<file path="config.mk">
export PLATFORM = sky130hd
export DESIGN_NAME = cfg_chunk_xfer
export DESIGN_NICKNAME = d
export VERILOG_FILES = /design/src/rtl/cfg_xfer_pkg.sv /design/src/rtl/cfg_chunk_count.sv /design/src/rtl/cfg_route.sv /design/src/rtl/cfg_resume_tbl.sv /design/src/rtl/cfg_chunk_xfer.sv
export SDC_FILE = /design/constraint.sdc
export NUM_CORES = 1
export LEC_CHECK = 0
export BUFFER_PORTS_ARGS = -buffer_cell sky130_fd_sc_hd__buf_4
export CORE_ASPECT_RATIO = 0.8
export CORE_MARGIN = 2
export CORE_UTILIZATION = 53
export CTS_BUF_LIST = sky130_fd_sc_hd__clkbuf_16
export DETAILED_ROUTE_END_ITERATION = 12
export GPL_ROUTABILITY_DRIVEN = 0
export GPL_TIMING_DRIVEN = 0
export PLACE_DENSITY = 0.85
export SETUP_SLACK_MARGIN = 0.05
export SLEW_MARGIN = 20
export SYNTH_ARGS = -nofsm -noshare
export SYNTH_HDL_FRONTEND = slang
export SYNTH_SLANG_ARGS = --single-unit
</file>
<file path="constraint.sdc">
create_clock -name clk -period 7.5 [get_ports clk]
set_input_delay 1.5 -clock clk [delete_from_list [all_inputs] [get_ports clk]]
set_output_delay 1.5 -clock clk [all_outputs]
set_load 0.01 [all_outputs]
</file>
<file path="src/rtl/cfg_xfer_pkg.sv">
package cfg_xfer_pkg;

    // Memory level codes; the hop order follows the numeric order.
    typedef enum logic [1:0] {
        LVL_EXT   = 2'd0,
        LVL_LOCAL = 2'd1,
        LVL_CACHE = 2'd2,
        LVL_CORE  = 2'd3
    } lvl_t;

    typedef enum logic [1:0] {
        ST_IDLE  = 2'd0,
        ST_ISSUE = 2'd1,
        ST_WAIT  = 2'd2
    } st_t;

    // Destination reached by the hop that leaves level src.
    function automatic lvl_t hop_target(lvl_t src, logic via_cache);
        lvl_t r;
        case (src)
            LVL_EXT:   r = LVL_LOCAL;
            LVL_LOCAL: r = via_cache ? LVL_CACHE : LVL_CORE;
            default:   r = LVL_CORE;
        endcase
        return r;
    endfunction

endpackage

</file>
<file path="src/rtl/cfg_chunk_count.sv">
module cfg_chunk_count #(
    parameter int LEN_W      = 17,
    parameter int CHUNK_SH   = 11,
    parameter int MAX_CHUNKS = 32,
    parameter int CNT_W      = 6
) (
    input  logic [LEN_W-1:0] len_bytes,
    output logic [CNT_W-1:0] n_chunks
);
    localparam int SUM_W = LEN_W + 1;
    localparam logic [SUM_W-1:0] ROUND_ADD = SUM_W'((1 << CHUNK_SH) - 1);

    logic [SUM_W-1:0] sum_w;
    logic [SUM_W-1:0] raw_w;

    always_comb begin
        sum_w = {1'b0, len_bytes} + ROUND_ADD;
        raw_w = sum_w >> CHUNK_SH;
        if (raw_w > SUM_W'(MAX_CHUNKS)) begin
            n_chunks = CNT_W'(MAX_CHUNKS);
        end else begin
            n_chunks = CNT_W'(raw_w);
        end
    end

endmodule

</file>
<file path="src/rtl/cfg_route.sv">
module cfg_route
    import cfg_xfer_pkg::*;
#(
    parameter int                 N_CORES      = 3,
    parameter int                 CORE_W       = 2,
    parameter logic [N_CORES-1:0] ACTIVE_MASK  = 3'b010,
    parameter logic [N_CORES-1:0] NOCACHE_MASK = 3'b100
) (
    input  logic              clk,
    input  logic              rst_n,
    input  logic [CORE_W-1:0] core,
    input  logic [1:0]        level,
    output lvl_t              eff_lvl,
    output logic              via_cache
);
    logic self_fetch;
    logic has_cache;
    lvl_t asked;

    // Unknown core indices are treated as self-fetching and cacheless.
    always_comb begin
        self_fetch = 1'b1;
        has_cache  = 1'b0;
        for (int i = 0; i < N_CORES; i++) begin
            if (core == CORE_W'(i)) begin
                self_fetch = ACTIVE_MASK[i];
                has_cache  = !NOCACHE_MASK[i];
            end
        end
    end

    always_comb begin
        asked = lvl_t'(level);
        if (asked == LVL_EXT) begin
            asked = LVL_LOCAL;
        end
        eff_lvl = asked;
        if (eff_lvl == LVL_CORE && self_fetch) begin
            eff_lvl = LVL_CACHE;
        end
        if (eff_lvl == LVL_CACHE && !has_cache) begin
            eff_lvl = LVL_LOCAL;
        end
        via_cache = has_cache && (eff_lvl != LVL_LOCAL);
    end

    AST_EFF_NOT_EXT: assert property (@(posedge clk) disable iff (!rst_n)
        eff_lvl != LVL_EXT);

endmodule

</file>
<file path="src/rtl/cfg_resume_tbl.sv">
module cfg_resume_tbl #(
    parameter int N_CORES = 3,
    parameter int CORE_W  = 2,
    parameter int ADDR_W  = 32,
    parameter int CNT_W   = 6
) (
    input  logic              clk,
    input  logic              rst_n,
    input  logic [CORE_W-1:0] lk_core,
    input  logic [ADDR_W-1:0] lk_base,
    input  logic [1:0]        lk_lvl,
    output logic              lk_hit,
    output logic [CNT_W-1:0]  lk_cnt,
    input  logic              wr_set,
    input  logic              wr_clr,
    input  logic [CORE_W-1:0] wr_core,
    input  logic [ADDR_W-1:0] wr_base,
    input  logic [1:0]        wr_lvl,
    input  logic [CNT_W-1:0]  wr_cnt
);
    typedef struct packed {
        logic              valid;
        logic [ADDR_W-1:0] base;
        logic [1:0]        lvl;
        logic [CNT_W-1:0]  cnt;
    } entry_t;

    entry_t ent_d [N_CORES];
    entry_t ent_q [N_CORES];

    for (genvar g = 0; g < N_CORES; g++) begin : g_ent
        always_comb begin
            ent_d[g] = ent_q[g];
            if (wr_core == CORE_W'(g)) begin
                if (wr_clr) begin
                    ent_d[g].valid = 1'b0;
                end
                if (wr_set) begin
                    ent_d[g].valid = 1'b1;
                    ent_d[g].base  = wr_base;
                    ent_d[g].lvl   = wr_lvl;
                    ent_d[g].cnt   = wr_cnt;
                end
            end
        end

        always_ff @(posedge clk) begin
            if (!rst_n) begin
                ent_q[g] <= '0;
            end else begin
                ent_q[g] <= ent_d[g];
            end
        end
    end

    always_comb begin
        lk_hit = 1'b0;
        lk_cnt = '0;
        for (int i = 0; i < N_CORES; i++) begin
            if (lk_core == CORE_W'(i) && ent_q[i].valid &&
                ent_q[i].base == lk_base && ent_q[i].lvl == lk_lvl) begin
                lk_hit = 1'b1;
                lk_cnt = ent_q[i].cnt;
            end
        end
    end

    AST_TBL_WR_EXCL: assert property (@(posedge clk) disable iff (!rst_n)
        !(wr_set && wr_clr));

endmodule

</file>
<file path="src/rtl/cfg_chunk_xfer.sv">
module cfg_chunk_xfer
    import cfg_xfer_pkg::*;
#(
    parameter int                 ADDR_W       = 32,
    parameter int                 LEN_W        = 17,
    parameter int                 N_CORES      = 3,
    parameter int                 CHUNK_SH     = 11,
    parameter int                 MAX_CHUNKS   = 32,
    parameter logic [N_CORES-1:0] ACTIVE_MASK  = 3'b010,
    parameter logic [N_CORES-1:0] NOCACHE_MASK = 3'b100,
    localparam int                CORE_W       = (N_CORES > 1) ? $clog2(N_CORES) : 1,
    localparam int                CNT_W        = $clog2(MAX_CHUNKS + 1)
) (
    input  logic              clk,
    input  logic              rst_n,
    input  logic              req_valid,
    output logic              req_ready,
    input  logic [ADDR_W-1:0] req_base,
    input  logic [LEN_W-1:0]  req_len,
    input  logic [CORE_W-1:0] req_core,
    input  logic [1:0]        req_level,
    input  logic              abort,
    output logic              desc_valid,
    input  logic              desc_ready,
    output logic [1:0]        desc_src,
    output logic [1:0]        desc_dst,
    output logic [CORE_W-1:0] desc_core,
    output logic [ADDR_W-1:0] desc_addr,
    input  logic              ack,
    output logic              done,
    output logic              aborted,
    output logic [CNT_W-1:0]  prog_cnt,
    output logic [CNT_W-1:0]  prog_total
);
    typedef struct packed {
        st_t               st;
        lvl_t              src;
        lvl_t              eff;
        logic              via_cache;
        logic [CORE_W-1:0] core;
        logic [ADDR_W-1:0] base;
        logic [CNT_W-1:0]  total;
        logic [CNT_W-1:0]  cnt;
        logic              abort_pend;
        logic              done;
        logic              aborted;
    } ctl_t;

    ctl_t s_d, s_q;

    logic [CNT_W-1:0]  req_chunks;
    lvl_t              req_eff;
    logic              req_via_cache;
    logic              rs_hit;
    logic [CNT_W-1:0]  rs_cnt;
    logic              tbl_set, tbl_clr;
    logic [CORE_W-1:0] tbl_core;
    logic [CNT_W-1:0]  tbl_cnt;
    lvl_t              hop_dst;
    logic              last_hop;
    logic [CNT_W-1:0]  cnt_inc;
    logic [CNT_W-1:0]  start_cnt;

    cfg_chunk_count #(
        .LEN_W(LEN_W), .CHUNK_SH(CHUNK_SH), .MAX_CHUNKS(MAX_CHUNKS), .CNT_W(CNT_W)
    ) u_count (
        .len_bytes(req_len),
        .n_chunks (req_chunks)
    );

    cfg_route #(
        .N_CORES(N_CORES), .CORE_W(CORE_W),
        .ACTIVE_MASK(ACTIVE_MASK), .NOCACHE_MASK(NOCACHE_MASK)
    ) u_route (
        .clk      (clk),
        .rst_n    (rst_n),
        .core     (req_core),
        .level    (req_level),
        .eff_lvl  (req_eff),
        .via_cache(req_via_cache)
    );

    cfg_resume_tbl #(
        .N_CORES(N_CORES), .CORE_W(CORE_W), .ADDR_W(ADDR_W), .CNT_W(CNT_W)
    ) u_resume (
        .clk    (clk),
        .rst_n  (rst_n),
        .lk_core(req_core),
        .lk_base(req_base),
        .lk_lvl (req_eff),
        .lk_hit (rs_hit),
        .lk_cnt (rs_cnt),
        .wr_set (tbl_set),
        .wr_clr (tbl_clr),
        .wr_core(tbl_core),
        .wr_base(s_q.base),
        .wr_lvl (s_q.eff),
        .wr_cnt (tbl_cnt)
    );

    always_comb begin
        s_d         = s_q;
        s_d.done    = 1'b0;
        s_d.aborted = 1'b0;
        tbl_set     = 1'b0;
        tbl_clr     = 1'b0;
        tbl_core    = s_q.core;
        hop_dst     = hop_target(s_q.src, s_q.via_cache);
        last_hop    = (hop_dst == s_q.eff);
        cnt_inc     = s_q.cnt + CNT_W'(1);
        tbl_cnt     = cnt_inc;
        start_cnt   = rs_hit ? rs_cnt : '0;

        if (s_q.st != ST_IDLE && abort) begin
            s_d.abort_pend = 1'b1;
        end

        case (s_q.st)
            ST_IDLE: begin
                if (req_valid) begin
                    s_d.base       = req_base;
                    s_d.core       = req_core;
                    s_d.eff        = req_eff;
                    s_d.via_cache  = req_via_cache;
                    s_d.total      = req_chunks;
                    s_d.cnt        = start_cnt;
                    s_d.src        = LVL_EXT;
                    s_d.abort_pend = 1'b0;
                    tbl_core       = req_core;
                    if (start_cnt >= req_chunks) begin
                        s_d.cnt  = req_chunks;
                        s_d.done = 1'b1;
                        tbl_clr  = 1'b1;
                    end else begin
                        s_d.st  = ST_ISSUE;
                        tbl_clr = !rs_hit;
                    end
                end
            end
            ST_ISSUE: begin
                if (desc_ready) begin
                    s_d.st = ST_WAIT;
                end
            end
            ST_WAIT: begin
                if (ack) begin
                    if (!last_hop) begin
                        s_d.src = hop_dst;
                        s_d.st  = ST_ISSUE;
                    end else begin
                        s_d.cnt = cnt_inc;
                        s_d.src = LVL_EXT;
                        if (cnt_inc == s_q.total) begin
                            s_d.done = 1'b1;
                            s_d.st   = ST_IDLE;
                            tbl_clr  = 1'b1;
                        end else if (s_q.abort_pend || abort) begin
                            s_d.aborted = 1'b1;
                            s_d.st      = ST_IDLE;
                            tbl_set     = 1'b1;
                        end else begin
                            s_d.st = ST_ISSUE;
                        end
                    end
                end
            end
            default: s_d.st = ST_IDLE;
        endcase
    end

    always_ff @(posedge clk) begin
        if (!rst_n) begin
            s_q <= '0;
        end else begin
            s_q <= s_d;
        end
    end

    assign req_ready  = (s_q.st == ST_IDLE);
    assign desc_valid = (s_q.st == ST_ISSUE);
    assign desc_src   = s_q.src;
    assign desc_dst   = hop_dst;
    assign desc_core  = s_q.core;
    assign desc_addr  = s_q.base + (ADDR_W'(s_q.cnt) << CHUNK_SH);
    assign done       = s_q.done;
    assign aborted    = s_q.aborted;
    assign prog_cnt   = s_q.cnt;
    assign prog_total = s_q.total;

    // Core attributes of the descriptor on the port, for the routing checks.
    logic desc_self_fetch, desc_no_cache;
    always_comb begin
        desc_self_fetch = 1'b1;
        desc_no_cache   = 1'b1;
        for (int i = 0; i < N_CORES; i++) begin
            if (desc_core == CORE_W'(i)) begin
                desc_self_fetch = ACTIVE_MASK[i];
                desc_no_cache   = NOCACHE_MASK[i];
            end
        end
    end

    AST_DESC_HOLD: assert property (@(posedge clk) disable iff (!rst_n)
        desc_valid && !desc_ready |=> desc_valid && $stable(desc_addr) && $stable(desc_dst) && $stable(desc_src));
    AST_DONE_ABORT_EXCL: assert property (@(posedge clk) disable iff (!rst_n)
        !(done && aborted));
    AST_DONE_FULL: assert property (@(posedge clk) disable iff (!rst_n)
        done |-> prog_cnt == prog_total);
    AST_CNT_BOUND: assert property (@(posedge clk) disable iff (!rst_n)
        prog_cnt <= prog_total && prog_total <= CNT_W'(MAX_CHUNKS));
    AST_CNT_STEP: assert property (@(posedge clk) disable iff (!rst_n)
        !req_ready |=> prog_cnt == $past(prog_cnt) || prog_cnt == $past(prog_cnt) + CNT_W'(1));
    AST_SELF_FETCH_STOP: assert property (@(posedge clk) disable iff (!rst_n)
        desc_valid && desc_self_fetch |-> desc_dst != 2'(LVL_CORE));
    AST_NO_CACHE_SKIP: assert property (@(posedge clk) disable iff (!rst_n)
        desc_valid && desc_no_cache |-> desc_dst != 2'(LVL_CACHE));
    AST_IDLE_QUIET: assert property (@(posedge clk) disable iff (!rst_n)
        req_ready |-> !desc_valid);
    AST_HOP_FORWARD: assert property (@(posedge clk) disable iff (!rst_n)
        desc_valid |-> desc_dst > desc_src);

endmodule

</file>
# After elaboration in Yosys (flattened, before gate mapping)
# Memories as Yosys holds them, arrays and structs flattened.
# Cells that the tools add are included.
totals:
  reg_bits: 56
  mem_bits_rw: 123
  out_inout_bits: 54
  word_cells: 136
  n_memories: 1
mem_list:
  columns: ["memory", "depth", "width", "rd", "rd_ports_with_merged_regs", "wr", "line", "source"]
  rows:
  - ["u_resume.ent_q", 3, 41, 3, 0, 3, "cfg_resume_tbl.sv:29", "entry_t ent_q [N_CORES];"]
classes:
  n_addsub: 3
  n_lt_le_gt_ge: 2
  eq_ne: 23
  n_mux: 65
  bitwise_logic: 3
  n_reduce_logical: 28
ops:
  columns: ["cell", "count"]
  rows:
  - ["$mux 41", 9]
  - ["$eq 32x32->1", 3]
  - ["$mux 55", 1]
  - ["$mux 6", 8]
  - ["$add 32x17->32", 1]
  - ["$mux 1", 29]
  - ["$mux 2", 10]
  - ["$add 17x11->18 const B", 1]
  - ["$logic_and 1x1->1", 13]
  - ["$pmux 6 s2", 1]
  - ["$reduce_and 4->1", 3]
  - ["$eq 2x2->1 const B", 5]
  - ["$logic_not 2->1", 5]
  - ["$eq 2x1->1 const B", 4]
  - ["$eq 2x2->1", 4]
  - ["$mux 4", 2]
  - ["$ne 2x2->1 const B", 4]
  - ["$pmux 2 s2", 2]
  - ["$gt 7x6->1 const B", 1]
  - ["$add 6x1->6 const B", 1]
  - ["$eq 6x6->1", 1]
  - ["$ge 6x6->1", 1]
  - ["$pmux 2 s3", 1]
  - ["$ne 2x1->1 const B", 2]
  - ["7 further kinds", 12]

# Logic depth before layout (Yosys ltp)
# Gate-level depths: netlist of the first run.
logic_depth:
  depth_word: 23
  ltp_mapped: 14

# Modules after synthesis
# From an unflattened synthesis of the first run, not the netlist that was laid out.
hier_totals:
  cells_unflattened: 1176
  area_unflattened_um2: 9549.2
by_module_without_submodules:
  columns: ["mod", "instances", "cells_each", "area_each_um2"]
  rows:
  - ["cfg_resume_tbl", 1, 709, 5843.1]
  - ["cfg_chunk_xfer", 1, 440, 3488.3]
  - ["cfg_chunk_count", 1, 23, 180.2]
  - ["cfg_route", 1, 4, 37.5]

# Worst setup path before layout of the first run
# No wires, ideal clock.
synth_path:
  kind: "input -> register"
  start: "input port req_level[0]"
  end: "register s_q, in the netlist prog_cnt[5]"
  setup_ps: 79
  arrival_ps: 4516
  required_ps: 7421
  setup_slack_ps: 2904
  cell_stages: 13
  path_buffers: 1
  path_cell_list: "nor2b_1 -> o21ai_2 -> xnor2_1 -> or3_1 -> or3_1 -> clkbuf_1 -> o21a_1 -> inv_1 -> ha_1 -> a2111oi_0 -> o31ai_1 -> or3_1 -> o211ai_1"
synth_between:
  elab_chain_cells: 18
synth_lines:
  columns: ["item", "line", "source"]
  rows:
  - ["start: declaration", "cfg_chunk_xfer.sv:21", "input logic [1:0] req_level,"]
  - ["$logic_not 2->1", "cfg_route.sv:34", "if (asked == LVL_EXT) begin"]
  - ["$mux 2 *", "cfg_route.sv:34", null]
  - ["$eq 2x2->1", "cfg_route.sv:38", "if (eff_lvl == LVL_CORE && self_fetch) begin"]
  - ["$logic_and 1x1->1", "cfg_route.sv:38", null]
  - ["$mux 2 *", "cfg_route.sv:38", null]
  - ["$eq 2x2->1", "cfg_route.sv:41", "if (eff_lvl == LVL_CACHE && !has_cache) begin"]
  - ["$logic_and 1x1->1", "cfg_route.sv:41", null]
  - ["$mux 2 *", "cfg_route.sv:41", null]
  - ["$eq 2x2->1", "cfg_resume_tbl.sv:61", "ent_q[i].base == lk_base && ent_q[i].lvl == lk_lvl) begin"]
  - ["$logic_and 1x1->1", "cfg_resume_tbl.sv:61", null]
  - ["$mux 6 / $mux 1 (equally long branches) (3 in series)", "cfg_resume_tbl.sv:60", "if (lk_core == CORE_W'(i) && ent_q[i].valid &&"]
  - ["$mux 6 *", "cfg_chunk_xfer.sv:112", "start_cnt = rs_hit ? rs_cnt : '0;"]
  - ["$ge 6x6->1", "cfg_chunk_xfer.sv:130", "if (start_cnt >= req_chunks) begin"]
  - ["$mux 6 *", "cfg_chunk_xfer.sv:130", null]
  - ["$mux 55 *", "cfg_chunk_xfer.sv:120", "if (req_valid) begin"]
  - ["$pmux 6 s2 *", "cfg_chunk_xfer.sv:118", "case (s_q.st)"]
  - ["end signal: assignment", "cfg_chunk_xfer.sv:173", "s_q <= '0;"]
  - ["end signal: assignment", "cfg_chunk_xfer.sv:175", "s_q <= s_d;"]
  - ["end: declaration", "cfg_chunk_xfer.sv:49", "ctl_t s_d, s_q;"]
# Every way passes the cells marked *; elsewhere a longest branch is shown, timed or not. The select of a mux whose other input is x is not followed.
# A chain may end at the register's enable or synchronous reset.

==> impl_metrics.json, run 1 <==
{
  "synth.ff_latch_count": 179,
  "nets": 1270,
  "clock_tree.buffer_depth": 2,
  "synth.net_count": 1139,
  "timing_hold_violations_final": 0,
  "path_clk_slew_ns": 0.07,
  "first_global_vias": 7735,
  "core_area_sq_um": 17500,
  "grt_overflow_total": 0,
  "final_cell_mix": "sky130_fd_sc_hd__nand2_1 (183), sky130_fd_sc_hd__dfxtp_1 (179), sky130_fd_sc_hd__buf_4 (140), sky130_fd_sc_hd__xor2_1 (94), sky130_fd_sc_hd__nor2b_1 (78)",
  "critPathCaptureType": "flip-flop",
  "min_period_ns": 5.70,
  "antenna_found_initial": 0,
  "timing.critical_path.fanout_max": 8,
  "p_total_mw": 2.17,
  "x_dimension_of_the_die_um": 154,
  "avgRoutedWirePerCell_um": 19.5,
  "start_util_pct": 54.5,
  "met1_length_um": 12500,
  "htree_num_levels": 4,
  "tritoncts.num_buffers": 17,
  "floorplan.die_area_sq_um": 19100,
  "ir_worst_vdd_mv": 0.163,
  "worst-endpoint-required_ns": 7.84,
  "critical_path_buf_inv_count": 1,
  "met3RoutedLength_um": 3000,
  "status": "finished, final reports clean",
  "post_synth_fa_ha_maj_area_fraction_pct": 1.92,
  "firstDrtPassIters": 5,
  "cts_hold_buf": 0,
  "grt_setup_unrepaired": "false",
  "grt_max_degree": 17,
  "placementRows": 43,
  "die_h_um": 124,
  "clk_latency_ns": 0.44,
  "gr-usage-all-layers_pct": 30.0,
  "power_per_cell_area_nw_per_um2": 193,
  "final_antenna_net_count": 0,
  "timing_max_transition_violations_final": 0,
  "cts_repair_resize_count": 0,
  "synth_compound_area_share_pct": 13.4,
  "most_common_cell_after_layout_fill_and_taps_aside": "sky130_fd_sc_hd__nand2_1",
  "drt-initial-drc-count": 817,
  "cts_tree": "done",
  "met2_wirelength_um": 12000,
  "finClkSkew_ns": 0.0121,
  "yosys.area_share.simple_pct": 20.6,
  "synth-xor-area-share_pct": 12.3,
  "critical-path-max-stage-delay_ns": 0.81,
  "count_of_flip_flops_with_a_built_in_enable_after_synthesis": 0,
  "synth.area.mux_share_pct": 7.56,
  "drive_gt1_share_pct": 16.6,
  "worst_slew_pin_slew_ns": 0.863,
  "max-slew-margin-rel_pct": 42.0,
  "dp_hpwl_um": 20600,
  "clockRootBuffer": "sky130_fd_sc_hd__clkbuf_16",
  "worstHoldPathType": "reg2reg",
  "port_buffers": 112,
  "postSynth.asyncResetShare_pct": 0,
  "ys_seq_area_share_pct": 37.6,
  "dr.max_layer_used": "met4",
  "detail_route.vias_per_cell": 5.73,
  "placement.setup.worst_slack_ns": 1.61,
  "total_leakage_power_nw": 4.50,
  "timing.fmax_ghz": 0.175,
  "critical_path.slowest_cell": "sky130_fd_sc_hd__nor4_2",
  "synth_flop_cell": "sky130_fd_sc_hd__dfxtp_1",
  "crit_path_cell_trace": "buf_4 > xor2_1 > nor4_1 > nand4_1 > nor4_2 > a222oi_1 > ha_1 > nand2b_1 > a2111oi_0 > o31a_1 > o22ai_1 > o31ai_1",
  "cts_setup_buffers": 0,
  "layout-area-overhead-vs-synth_pct": 17.6,
  "setup_slack_ns": 1.80,
  "synthesis.instances": 1066,
  "post_synth.cell_area_avg_sq_um": 8.95,
  "synth_top_family_by_area": "simple AND/OR/NAND/NOR gates",
  "setup_viol": 0,
  "critical_path_arrival_ns": 6.04,
  "detail_route.drc_violations": 0,
  "final_antenna_diode_count": 0,
  "fin_tns_setup_ns": 0,
  "worstSetupPathType": "in2reg",
  "numClockSinks": 179,
  "first_pass_grt_wire_length_um": 43500,
  "yosys_warnings": 0,
  "netlist-cell-type-count": 62,
  "mappedNetlistArea_sq_um": 9540,
  "num_io_pins": 113,
  "routed_wirelength_um": 28000,
  "timing.critical_path.max_delay_family": "compound AO/OA/AOI/OAI gates",
  "detailroute.via_count": 8229,
  "cap_viol_max_count": 0,
  "critical_path.startpoint_type": "input pin",
  "post-route-period-util_pct": 76.0
}
-- power breakdown --
group	total (mW)	switching (mW)	internal [mW]
Sequential	1.00	0.0327	0.970
Clock	0.866	0.407	0.459
Combinational	0.297	0.169	0.128
Total	2.17	0.609	1.56
-- state kept, by name, indices dropped and copies added, names as in the netlist --
register / cells
u_resume.ent_q: 123
desc_src: 2
s_q: 38
prog_total: 6
aborted: 1
done: 1
prog_cnt: 6
desc_core: 2
-- logic make-up (layout without fill, tap and decap cells) --
kind of cell             after synthesis  after routing
flip-flops                           179            179
XOR/XNOR                             131            131
AO/OA/AOI/OAI                        171            171
adder cells (fa/ha/maj)               14             14
AND/OR/NAND/NOR                      394            394
multiplexers                          72             72
buffers and inverters                105            249
-- metal layers --
metal,vias up,global-route usage (%)
li1,3856,-
met1,3880,43.0
met2,452,45.9
met3,41,6.23
met4,0,8.47
met5,-,0
-- worst reg2reg max path: stages (launching register included) --
cell and delay (ns):
sky130_fd_sc_hd__dfxtp_1 0.32, sky130_fd_sc_hd__xor2_1 0.20, sky130_fd_sc_hd__nor4_1 0.59, sky130_fd_sc_hd__nand4_1 0.31, sky130_fd_sc_hd__nor4_2 0.82, sky130_fd_sc_hd__a222oi_1 0.26, sky130_fd_sc_hd__ha_1 0.35, sky130_fd_sc_hd__nand2b_1 0.16
sky130_fd_sc_hd__a2111oi_0 0.57, sky130_fd_sc_hd__o31a_1 0.48, sky130_fd_sc_hd__o22ai_1 0.34, sky130_fd_sc_hd__o31ai_1 0.31
-- per-stage QoR --
stage	instances	hold WS [ns]	util [%]	area (sq um)
after floorplan	1066	0.443	-	9540
final	1435	0.465	64.2	11200
after CTS	1435	0.466	64.2	11200
after global routing	1435	0.487	64.2	11200
after detailed placement	1403	0.457	61.0	10700
after global placement	1403	0.452	61.0	10700
-- final cells by class --
type | count | area (sq um)
multi-input combinational | 782 | 5330
buffer | 83 | 546
clock inverter | 15 | 133
fill | 1409 | 6270
sequential | 179 | 3580
tap | 225 | 282
clock buffer | 17 | 425
inverter | 22 | 82.6
timing repair buffer | 112 | 841
-- synth_stat cells, types with 2 or more instances --
master                      count  area share, %
sky130_fd_sc_hd__dfxtp_1      179             38
sky130_fd_sc_hd__ha_1          13            1.7
sky130_fd_sc_hd__or2_2          2           0.13
sky130_fd_sc_hd__a21oi_1       14           0.73
sky130_fd_sc_hd__nor3_1        14           0.73
sky130_fd_sc_hd__nor2b_1       78            5.1
sky130_fd_sc_hd__and2_1        12           0.79
sky130_fd_sc_hd__nand3_1       16           0.84
sky130_fd_sc_hd__o21ai_1        3           0.16
sky130_fd_sc_hd__inv_1         22           0.87
sky130_fd_sc_hd__clkbuf_1      33            1.3
sky130_fd_sc_hd__nand4_1        8           0.52
sky130_fd_sc_hd__and3_1         5           0.33
sky130_fd_sc_hd__mux2i_1       72            7.6
sky130_fd_sc_hd__buf_1          4           0.16
sky130_fd_sc_hd__o41a_1         2           0.24
sky130_fd_sc_hd__buf_6         17            2.0
sky130_fd_sc_hd__a21boi_1      30            2.4
sky130_fd_sc_hd__nor2_1        26            1.0
sky130_fd_sc_hd__a211oi_1       2           0.16
sky130_fd_sc_hd__a211o_1        3           0.28
sky130_fd_sc_hd__a22oi_1        6           0.47
sky130_fd_sc_hd__o21a_1         4           0.31
sky130_fd_sc_hd__or3_1          4           0.26
sky130_fd_sc_hd__nor4_1        22            1.4
sky130_fd_sc_hd__nand2b_1       8           0.52
sky130_fd_sc_hd__xnor2_1       34            3.1
sky130_fd_sc_hd__a21boi_0      45            3.5
sky130_fd_sc_hd__buf_4         28            2.2
sky130_fd_sc_hd__nand3_2        2           0.21
sky130_fd_sc_hd__o31ai_1        4           0.31
sky130_fd_sc_hd__o21ai_0       17           0.89
sky130_fd_sc_hd__o211a_1       16            1.7
sky130_fd_sc_hd__nor3b_1        3           0.24
sky130_fd_sc_hd__o2111ai_1      4           0.37
sky130_fd_sc_hd__nor4_2         4           0.52
sky130_fd_sc_hd__o221ai_1       3           0.28
sky130_fd_sc_hd__nand2_1      183            7.2
sky130_fd_sc_hd__a31oi_1        7           0.46
sky130_fd_sc_hd__xor2_1        94            8.6
sky130_fd_sc_hd__nor4b_1        2           0.18
-- worst paths after layout --
path | cells past startpoint | start | slack, ns | to
max | 12 | req_base[10] | 1.80 | u_resume.ent_q[1][40]$_SDFFE_PN0P_
min | 2 | u_resume.ent_q[2][17]$_SDFFE_PN0P_ | 0.46 | u_resume.ent_q[2][17]$_SDFFE_PN0P_
max reg2reg | 11 | u_resume.ent_q[1][18]$_SDFFE_PN0P_ | 2.71 | u_resume.ent_q[1][40]$_SDFFE_PN0P_
min reg2reg | 2 | u_resume.ent_q[2][17]$_SDFFE_PN0P_ | 0.46 | u_resume.ent_q[2][17]$_SDFFE_PN0P_
(Power assumes the default switching activity.)
==> inputs of run 2 (changes only) <==
--- a/config.mk
+++ b/config.mk
@@ -13,7 +13,7 @@
 export DETAILED_ROUTE_END_ITERATION = 12
 export GPL_ROUTABILITY_DRIVEN = 0
 export GPL_TIMING_DRIVEN = 0
-export PLACE_DENSITY = 0.85
+export PLACE_DENSITY = 0.87
 export SETUP_SLACK_MARGIN = 0.05
 export SLEW_MARGIN = 20
 export SYNTH_ARGS = -nofsm -noshare
==> constraint.sdc (replaced) <==
create_clock -name clk -period 4.6 [get_ports clk]
set_input_delay 0.92 -clock clk [delete_from_list [all_inputs] [get_ports clk]]
set_output_delay 0.92 -clock clk [all_outputs]
set_load 0.01 [all_outputs]
==> impl_metrics.json, run 2 (same netlist as run 1, synthesis figures left out) <==
{
  "final_antenna_net_count": 0,
  "nets": 1275,
  "share_comb_of_total_power_pct": 13.4,
  "power_per_cell_area_nw_per_um2": 323,
  "grt_setup_unrepaired": "false",
  "routed_wirelength_um": 28400,
  "worstSetupPathType": "in2reg",
  "timing.fmax_ghz": 0.229,
  "avgRoutedWirePerCell_um": 19.7,
  "drive_gt1_share_pct": 17.0,
  "cap_viol_max_count": 0,
  "rr_startpoint": "u_resume.ent_q[1][18]$_SDFFE_PN0P_",
  "critical_path_buf_inv_count": 1,
  "swShare_pct": 26.4,
  "critical-path-max-stage-delay_ns": 0.57,
  "timing.hold.worst_path_depth": 2,
  "design_area_sq_um": 11300,
  "timing.critical_path.fanout_max": 4,
  "x_dimension_of_the_die_um": 154,
  "multi_input_comb_area_sq_um": 5360,
  "firstDrtPassIters": 5,
  "critical_path.startpoint_type": "input pin",
  "p_total_mw": 3.66,
  "whs_endpoint": "u_resume.ent_q[2][35]$_SDFFE_PN0P_",
  "gr-usage-all-layers_pct": 29.9,
  "placementRows": 43,
  "post-route-period-util_pct": 94.9,
  "cts_hold_buf": 0,
  "max-slew-margin-rel_pct": 40.9,
  "hold_start": "u_resume.ent_q[2][35]$_SDFFE_PN0P_",
  "grt_max_degree": 17,
  "timing_max_transition_violations_final": 0,
  "rr_worst_depth": 11,
  "seq_power_share_pct": 44.6,
  "clockRootBuffer": "sky130_fd_sc_hd__clkbuf_16",
  "largest_register_ffs": 123,
  "share_clk_of_total_power_pct": 42.0,
  "setup_viol": 0,
  "timing.critical_path.max_delay_family": "compound AO/OA/AOI/OAI gates",
  "core_area_sq_um": 17500,
  "clk_latency_ns": 0.44,
  "largest-register": "u_resume.ent_q",
  "dp_hpwl_um": 21000,
  "port_buffers": 112,
  "worstHoldPathType": "reg2reg",
  "die_h_um": 124,
  "detail_route.vias_per_cell": 5.85,
  "total_leakage_power_nw": 4.57,
  "worst-endpoint-required_ns": 4.94,
  "layout-area-overhead-vs-synth_pct": 19.0,
  "floorplan.die_area_sq_um": 19100,
  "reg2reg_slack_ns": 0.56,
  "finClkSkew_ns": 0.00913,
  "num_io_pins": 113,
  "detailroute.via_count": 8425,
  "crit_path_cell_trace": "buf_4 > xor2_1 > nor4_1 > nand4_1 > nor4_4 > a222oi_1 > ha_1 > nand2b_1 > a2111oi_1 > o31a_1 > o22ai_1 > o31ai_1",
  "total_switching_power_uw": 966,
  "tritoncts.num_buffers": 17,
  "ir_worst_vdd_mv": 0.309,
  "status": "finished, final reports clean",
  "start_util_pct": 54.5,
  "most_common_cell_after_layout_fill_and_taps_aside": "sky130_fd_sc_hd__nand2_1",
  "min_period_ns": 4.37,
  "grt_overflow_total": 0,
  "critical_path_arrival_ns": 4.70,
  "largestRegisters": "u_resume.ent_q x123, s_q x38",
  "placed_cell_area_sq_um": 10700,
  "htree_num_levels": 4,
  "first_pass_grt_wire_length_um": 43500,
  "final_cell_mix": "sky130_fd_sc_hd__nand2_1 (183), sky130_fd_sc_hd__dfxtp_1 (179), sky130_fd_sc_hd__buf_4 (145), sky130_fd_sc_hd__xor2_1 (94), sky130_fd_sc_hd__nor2b_1 (77)",
  "timing_hold_violations_final": 0,
  "worst_slew_pin_slew_ns": 0.879,
  "num-fill-cells": 1365,
  "critical_path.slowest_cell": "sky130_fd_sc_hd__a2111oi_1",
  "first_global_vias": 7789,
  "numClockSinks": 179,
  "detail_route.drc_violations": 0,
  "critPathCaptureType": "flip-flop",
  "path_clk_slew_ns": 0.07,
  "cts_tree": "done",
  "register_area_sq_um": 3580,
  "clock_tree.buffer_depth": 2,
  "p_int_mw": 2.70,
  "drt-initial-drc-count": 1054,
  "antenna_found_initial": 2,
  "rr_endpoint": "u_resume.ent_q[0][40]$_SDFFE_PN0P_"
}
==> run 2: per-stage QoR <==
step	hold WS (ns)	util (%)	TNS, ns	instances	worst slack [ns]
final	0.466	64.9	0	1441	0.233
after global routing	0.488	64.9	0	1440	0.113
after CTS	0.466	64.7	0	1437	0.109
after detailed placement	0.458	61.0	-4.59	1403	-0.590
after global placement	0.452	61.0	-4.93	1403	-0.580
after floorplan	0.443	-	0	1066	0.584
==> run 2: worst reg2reg max path: cells and delay by family (launching register included) <==
kind | cells | cell delay [ns]
flip-flops | 1 | 0.32
adder cells (fa/ha/maj) | 1 | 0.31
AND/OR/NAND/NOR | 4 | 1.44
AO/OA/AOI/OAI | 5 | 1.66
XOR/XNOR | 1 | 0.21
==> run 2: metal layers <==
metal,up-vias,routed length [um],GRT usage [%],share of wire [%]
li1,3858,-,-,-
met1,3946,12000,41.1,42
met2,530,12100,45.2,42
met3,89,3410,8.91,12
met4,2,914,10.0,3.2
met5,-,11,0,0.039
==> run 2: cell type report <==
cell class	count	share of cell area, %
Multi-Input combinational cell	782	47.2
Buffer	83	4.81
Sequential cell	179	31.6
Clock inverter	15	1.67
Timing Repair Buffer	117	7.74
Clock buffer	17	3.75
Tap cell	225	2.48
Antenna cell	1	0.0221
Inverter	22	0.728
==> run 2: power by group through the flow <==
stage | combinational [mW] | sequential [mW] | clock (mW)
after floorplan | 0.265 | 1.65 | 0
after global placement | 0.461 | 1.67 | 0
after detailed placement | 0.471 | 1.67 | 0
after CTS | 0.476 | 1.63 | 1.53
after global routing | 0.520 | 1.64 | 1.60
final | 0.490 | 1.64 | 1.54
==> run 2: worst max path at each step <==
stage / slack [ns] / cells after the start / start / endpoint
floorplan: 0.58 / 13 / req_level[0] / prog_cnt[5]$_SDFFE_PN0P_
global placement: -0.58 / 12 / req_base[10] / u_resume.ent_q[0][40]$_SDFFE_PN0P_
detailed placement: -0.59 / 12 / req_base[10] / u_resume.ent_q[0][40]$_SDFFE_PN0P_
CTS: 0.11 / 14 / req_core[0] / u_resume.ent_q[0][40]$_SDFFE_PN0P_
global route: 0.11 / 14 / req_core[0] / prog_cnt[1]$_SDFFE_PN0P_
finish: 0.23 / 12 / req_base[10] / u_resume.ent_q[0][40]$_SDFFE_PN0P_
==> run 2: timing repair <==
| item | 4_1_cts | 5_1_grt |
|---|---|---|
| pin swaps | 1 | 2 |
| gates resized for setup | 2 | 5 |
| setup endpoints to repair | 9 | 12 |
| buffers inserted | 2 | 3 |
==> inputs of run 3 (changes only) <==
--- a/config.mk
+++ b/config.mk
@@ -13,9 +13,10 @@
 export DETAILED_ROUTE_END_ITERATION = 12
 export GPL_ROUTABILITY_DRIVEN = 0
 export GPL_TIMING_DRIVEN = 0
-export PLACE_DENSITY = 0.87
+export PLACE_DENSITY = 0.85
 export SETUP_SLACK_MARGIN = 0.05
 export SLEW_MARGIN = 20
 export SYNTH_ARGS = -nofsm -noshare
 export SYNTH_HDL_FRONTEND = slang
+export SYNTH_HIERARCHICAL = 1
 export SYNTH_SLANG_ARGS = --single-unit
==> constraint.sdc (replaced) <==
create_clock -name clk -period 5.6 [get_ports clk]
set_input_delay 1.12 -clock clk [delete_from_list [all_inputs] [get_ports clk]]
set_output_delay 1.12 -clock clk [all_outputs]
set_load 0.01 [all_outputs]
==> impl_metrics.json, run 3 <==
{
  "antenna_found_initial": 0,
  "cts_hold_buf": 0,
  "rr_startpoint": "u_resume/ent_q[2][21]$_SDFFE_PN0P_",
  "yosysMostFrequentCell": "sky130_fd_sc_hd__nand2_1",
  "mappedNetlistArea_sq_um": 9550,
  "dp_hpwl_um": 21900,
  "worstSetupEndpoint": "u_resume/ent_q[0][40]$_SDFFE_PN0P_",
  "p_total_mw": 3.08,
  "reg2reg_slack_ns": 1.23,
  "ys_seq_area_share_pct": 37.5,
  "num-fill-cells": 1439,
  "first_global_vias": 8463,
  "first_pass_grt_wire_length_um": 45800,
  "final_antenna_net_count": 0,
  "post-route-period-util_pct": 90.5,
  "ir_worst_vdd_mv": 0.255,
  "cts_tree": "done",
  "worst_slew_pin_slew_ns": 1.08,
  "critical_path.startpoint_type": "input pin",
  "clk_latency_ns": 0.43,
  "register_area_sq_um": 3580,
  "cts_setup_buffers": 0,
  "start_util_pct": 54.6,
  "port_buffers": 112,
  "worst-endpoint-required_ns": 5.95,
  "status": "finished, final reports clean",
  "final_cell_mix": "sky130_fd_sc_hd__nand2_1 (363), sky130_fd_sc_hd__dfxtp_1 (179), sky130_fd_sc_hd__a21boi_0 (154), sky130_fd_sc_hd__buf_4 (139), sky130_fd_sc_hd__xor2_1 (95)",
  "detail_route.drc_violations": 0,
  "grt_max_degree": 17,
  "grt_overflow_total": 0,
  "largestRegisters": "u_resume/ent_q x123, s_q x38",
  "detail_route.vias_per_cell": 5.76,
  "hold_ws_ns": 0.458,
  "floorplan.die_area_sq_um": 19100,
  "layout-area-overhead-vs-synth_pct": 18.0,
  "max-slew-margin-rel_pct": 27.4,
  "power_per_cell_area_nw_per_um2": 274,
  "critPathCaptureType": "flip-flop",
  "worstSetupPathType": "in2reg",
  "setup_viol": 0,
  "x_dimension_of_the_die_um": 154,
  "tritoncts.num_buffers": 17,
  "post_synth.cell_area_avg_sq_um": 8.12,
  "timing.critical_path.fanout_max": 7,
  "cap_viol_max_count": 0,
  "num_io_pins": 113,
  "drt-initial-drc-count": 1100,
  "largest-register": "u_resume/ent_q",
  "fin_tns_setup_ns": 0,
  "die_h_um": 124,
  "detailroute.via_count": 8893,
  "worstSetupStartpoint": "req_core[1]",
  "gr-usage-all-layers_pct": 31.3,
  "finClkSkew_ns": 0.00954,
  "synth_flop_cell": "sky130_fd_sc_hd__dfxtp_1",
  "yosys_warnings": 6,
  "final_antenna_diode_count": 0,
  "timing.fmax_ghz": 0.197,
  "routed_wirelength_um": 29900,
  "timing_hold_violations_final": 0,
  "total_leakage_power_nw": 4.42,
  "placementRows": 43,
  "numClockSinks": 179,
  "largest_register_ffs": 123,
  "drive_gt1_share_pct": 15.2,
  "rr_endpoint": "u_resume/ent_q[0][40]$_SDFFE_PN0P_",
  "clockRootBuffer": "sky130_fd_sc_hd__clkbuf_16",
  "most_common_cell_after_layout_fill_and_taps_aside": "sky130_fd_sc_hd__nand2_1",
  "avgRoutedWirePerCell_um": 19.4,
  "min_period_ns": 5.07,
  "synthesis.instances": 1176,
  "netlist-cell-type-count": 65,
  "synth.net_count": 1249,
  "count_of_flip_flops_with_a_built_in_enable_after_synthesis": 0,
  "core_area_sq_um": 17500,
  "worstHoldPathType": "reg2reg",
  "cts_repair_resize_count": 0,
  "synth.ff_latch_count": 179,
  "firstDrtPassIters": 6,
  "post_synth_main_area_contributors": "sky130_fd_sc_hd__dfxtp_1 (38%), sky130_fd_sc_hd__nand2_1 (14%), sky130_fd_sc_hd__a21boi_0 (12%), sky130_fd_sc_hd__xor2_1 (8.7%), sky130_fd_sc_hd__xnor2_1 (3.7%)",
  "grt_setup_unrepaired": "false",
  "finish.utilization_pct": 64.4,
  "clock_tree.buffer_depth": 2,
  "synth_top_cell_area_share_pct": 37.5,
  "rr_worst_depth": 16,
  "postSynth.asyncResetShare_pct": 0,
  "multi_input_comb_area_sq_um": 5480,
  "htree_num_levels": 4,
  "nets": 1380,
  "path_clk_slew_ns": 0.06,
  "critical_path_arrival_ns": 5.42,
  "yosys.area.top_type": "sky130_fd_sc_hd__dfxtp_1",
  "netlist_top_cells_count": "sky130_fd_sc_hd__nand2_1 (363), sky130_fd_sc_hd__dfxtp_1 (179), sky130_fd_sc_hd__a21boi_0 (154)",
  "timing_max_transition_violations_final": 0
}
## run 3: worst min path at each step
stage                                             end                              start  cells after the start  slack [ns]
detailed placement  u_resume/ent_q[2][3]$_SDFFE_PN0P_  u_resume/ent_q[2][3]$_SDFFE_PN0P_                      2        0.45
floorplan           u_resume/ent_q[2][3]$_SDFFE_PN0P_  u_resume/ent_q[2][3]$_SDFFE_PN0P_                      2        0.44
global route        u_resume/ent_q[0][2]$_SDFFE_PN0P_  u_resume/ent_q[0][2]$_SDFFE_PN0P_                      2        0.49
global placement    u_resume/ent_q[2][3]$_SDFFE_PN0P_  u_resume/ent_q[2][3]$_SDFFE_PN0P_                      2        0.44
CTS                 u_resume/ent_q[2][3]$_SDFFE_PN0P_  u_resume/ent_q[2][3]$_SDFFE_PN0P_                      2        0.46
finish              u_resume/ent_q[2][3]$_SDFFE_PN0P_  u_resume/ent_q[2][3]$_SDFFE_PN0P_                      2        0.46
## run 3: worst max-delay path, stage by stage
cell,delay (ns)
sky130_fd_sc_hd__buf_4,0.15
sky130_fd_sc_hd__nor2b_2,0.13
sky130_fd_sc_hd__nand2_1,0.22
sky130_fd_sc_hd__xor2_1,0.21
sky130_fd_sc_hd__nor4_1,0.42
sky130_fd_sc_hd__nand4_1,0.16
sky130_fd_sc_hd__nor3_2,0.55
sky130_fd_sc_hd__a311o_1,0.34
sky130_fd_sc_hd__nand2_1,0.12
sky130_fd_sc_hd__ha_1,0.28
sky130_fd_sc_hd__nand2b_1,0.15
sky130_fd_sc_hd__a2111oi_2,0.47
sky130_fd_sc_hd__o21ai_1,0.27
sky130_fd_sc_hd__nand2_1,0.24
sky130_fd_sc_hd__a21o_1,0.15
sky130_fd_sc_hd__nand2_1,0.10
sky130_fd_sc_hd__nand2b_1,0.09
sky130_fd_sc_hd__o21ai_0,0.07
sky130_fd_sc_hd__a21boi_0,0.16
## run 3: layout make-up
class / count / share of cell area, %
Multi-Input combinational cell: 899 / 48.6
Sequential cell: 179 / 31.8
Timing Repair Buffer: 112 / 7.46
Buffer: 87 / 3.98
Clock buffer: 17 / 3.78
Tap cell: 225 / 2.50
Clock inverter: 14 / 1.52
Inverter: 11 / 0.366
## run 3: per-stage QoR
step	setup slack [ns]	cell area, sq um	std cells
floorplan	1.28	9550	1176
finish	0.534	11300	1544
global route	0.269	11300	1544
CTS	0.683	11300	1544
global placement	0.400	10700	1513
detailed placement	0.266	10700	1513
## run 3: logic make-up (layout without fill, tap and decap cells)
family	count (synthesis)	count (layout)	share of synthesized area (%)
flops	179	179	37.5
compound gates	238	238	18.3
simple gates	508	508	24.2
buf+inv	98	241	5.12
xor+xnor	136	136	12.6
mux	3	3	0.314
fa+ha+maj	14	14	1.91
## run 3: metal layers
layer,GRT usage (%),vias up,part of all wire (%)
met1,43.5,4120,42
met3,9.71,56,13
met2,46.4,545,43
met4,10.6,0,2.2
met5,0,-,0
li1,-,4172,-
## run 3: report_power, final
part	total, mW	switching, mW	internal, mW
clock network	1.23	0.498	0.734
registers	1.37	0.0644	1.31
logic	0.479	0.277	0.202
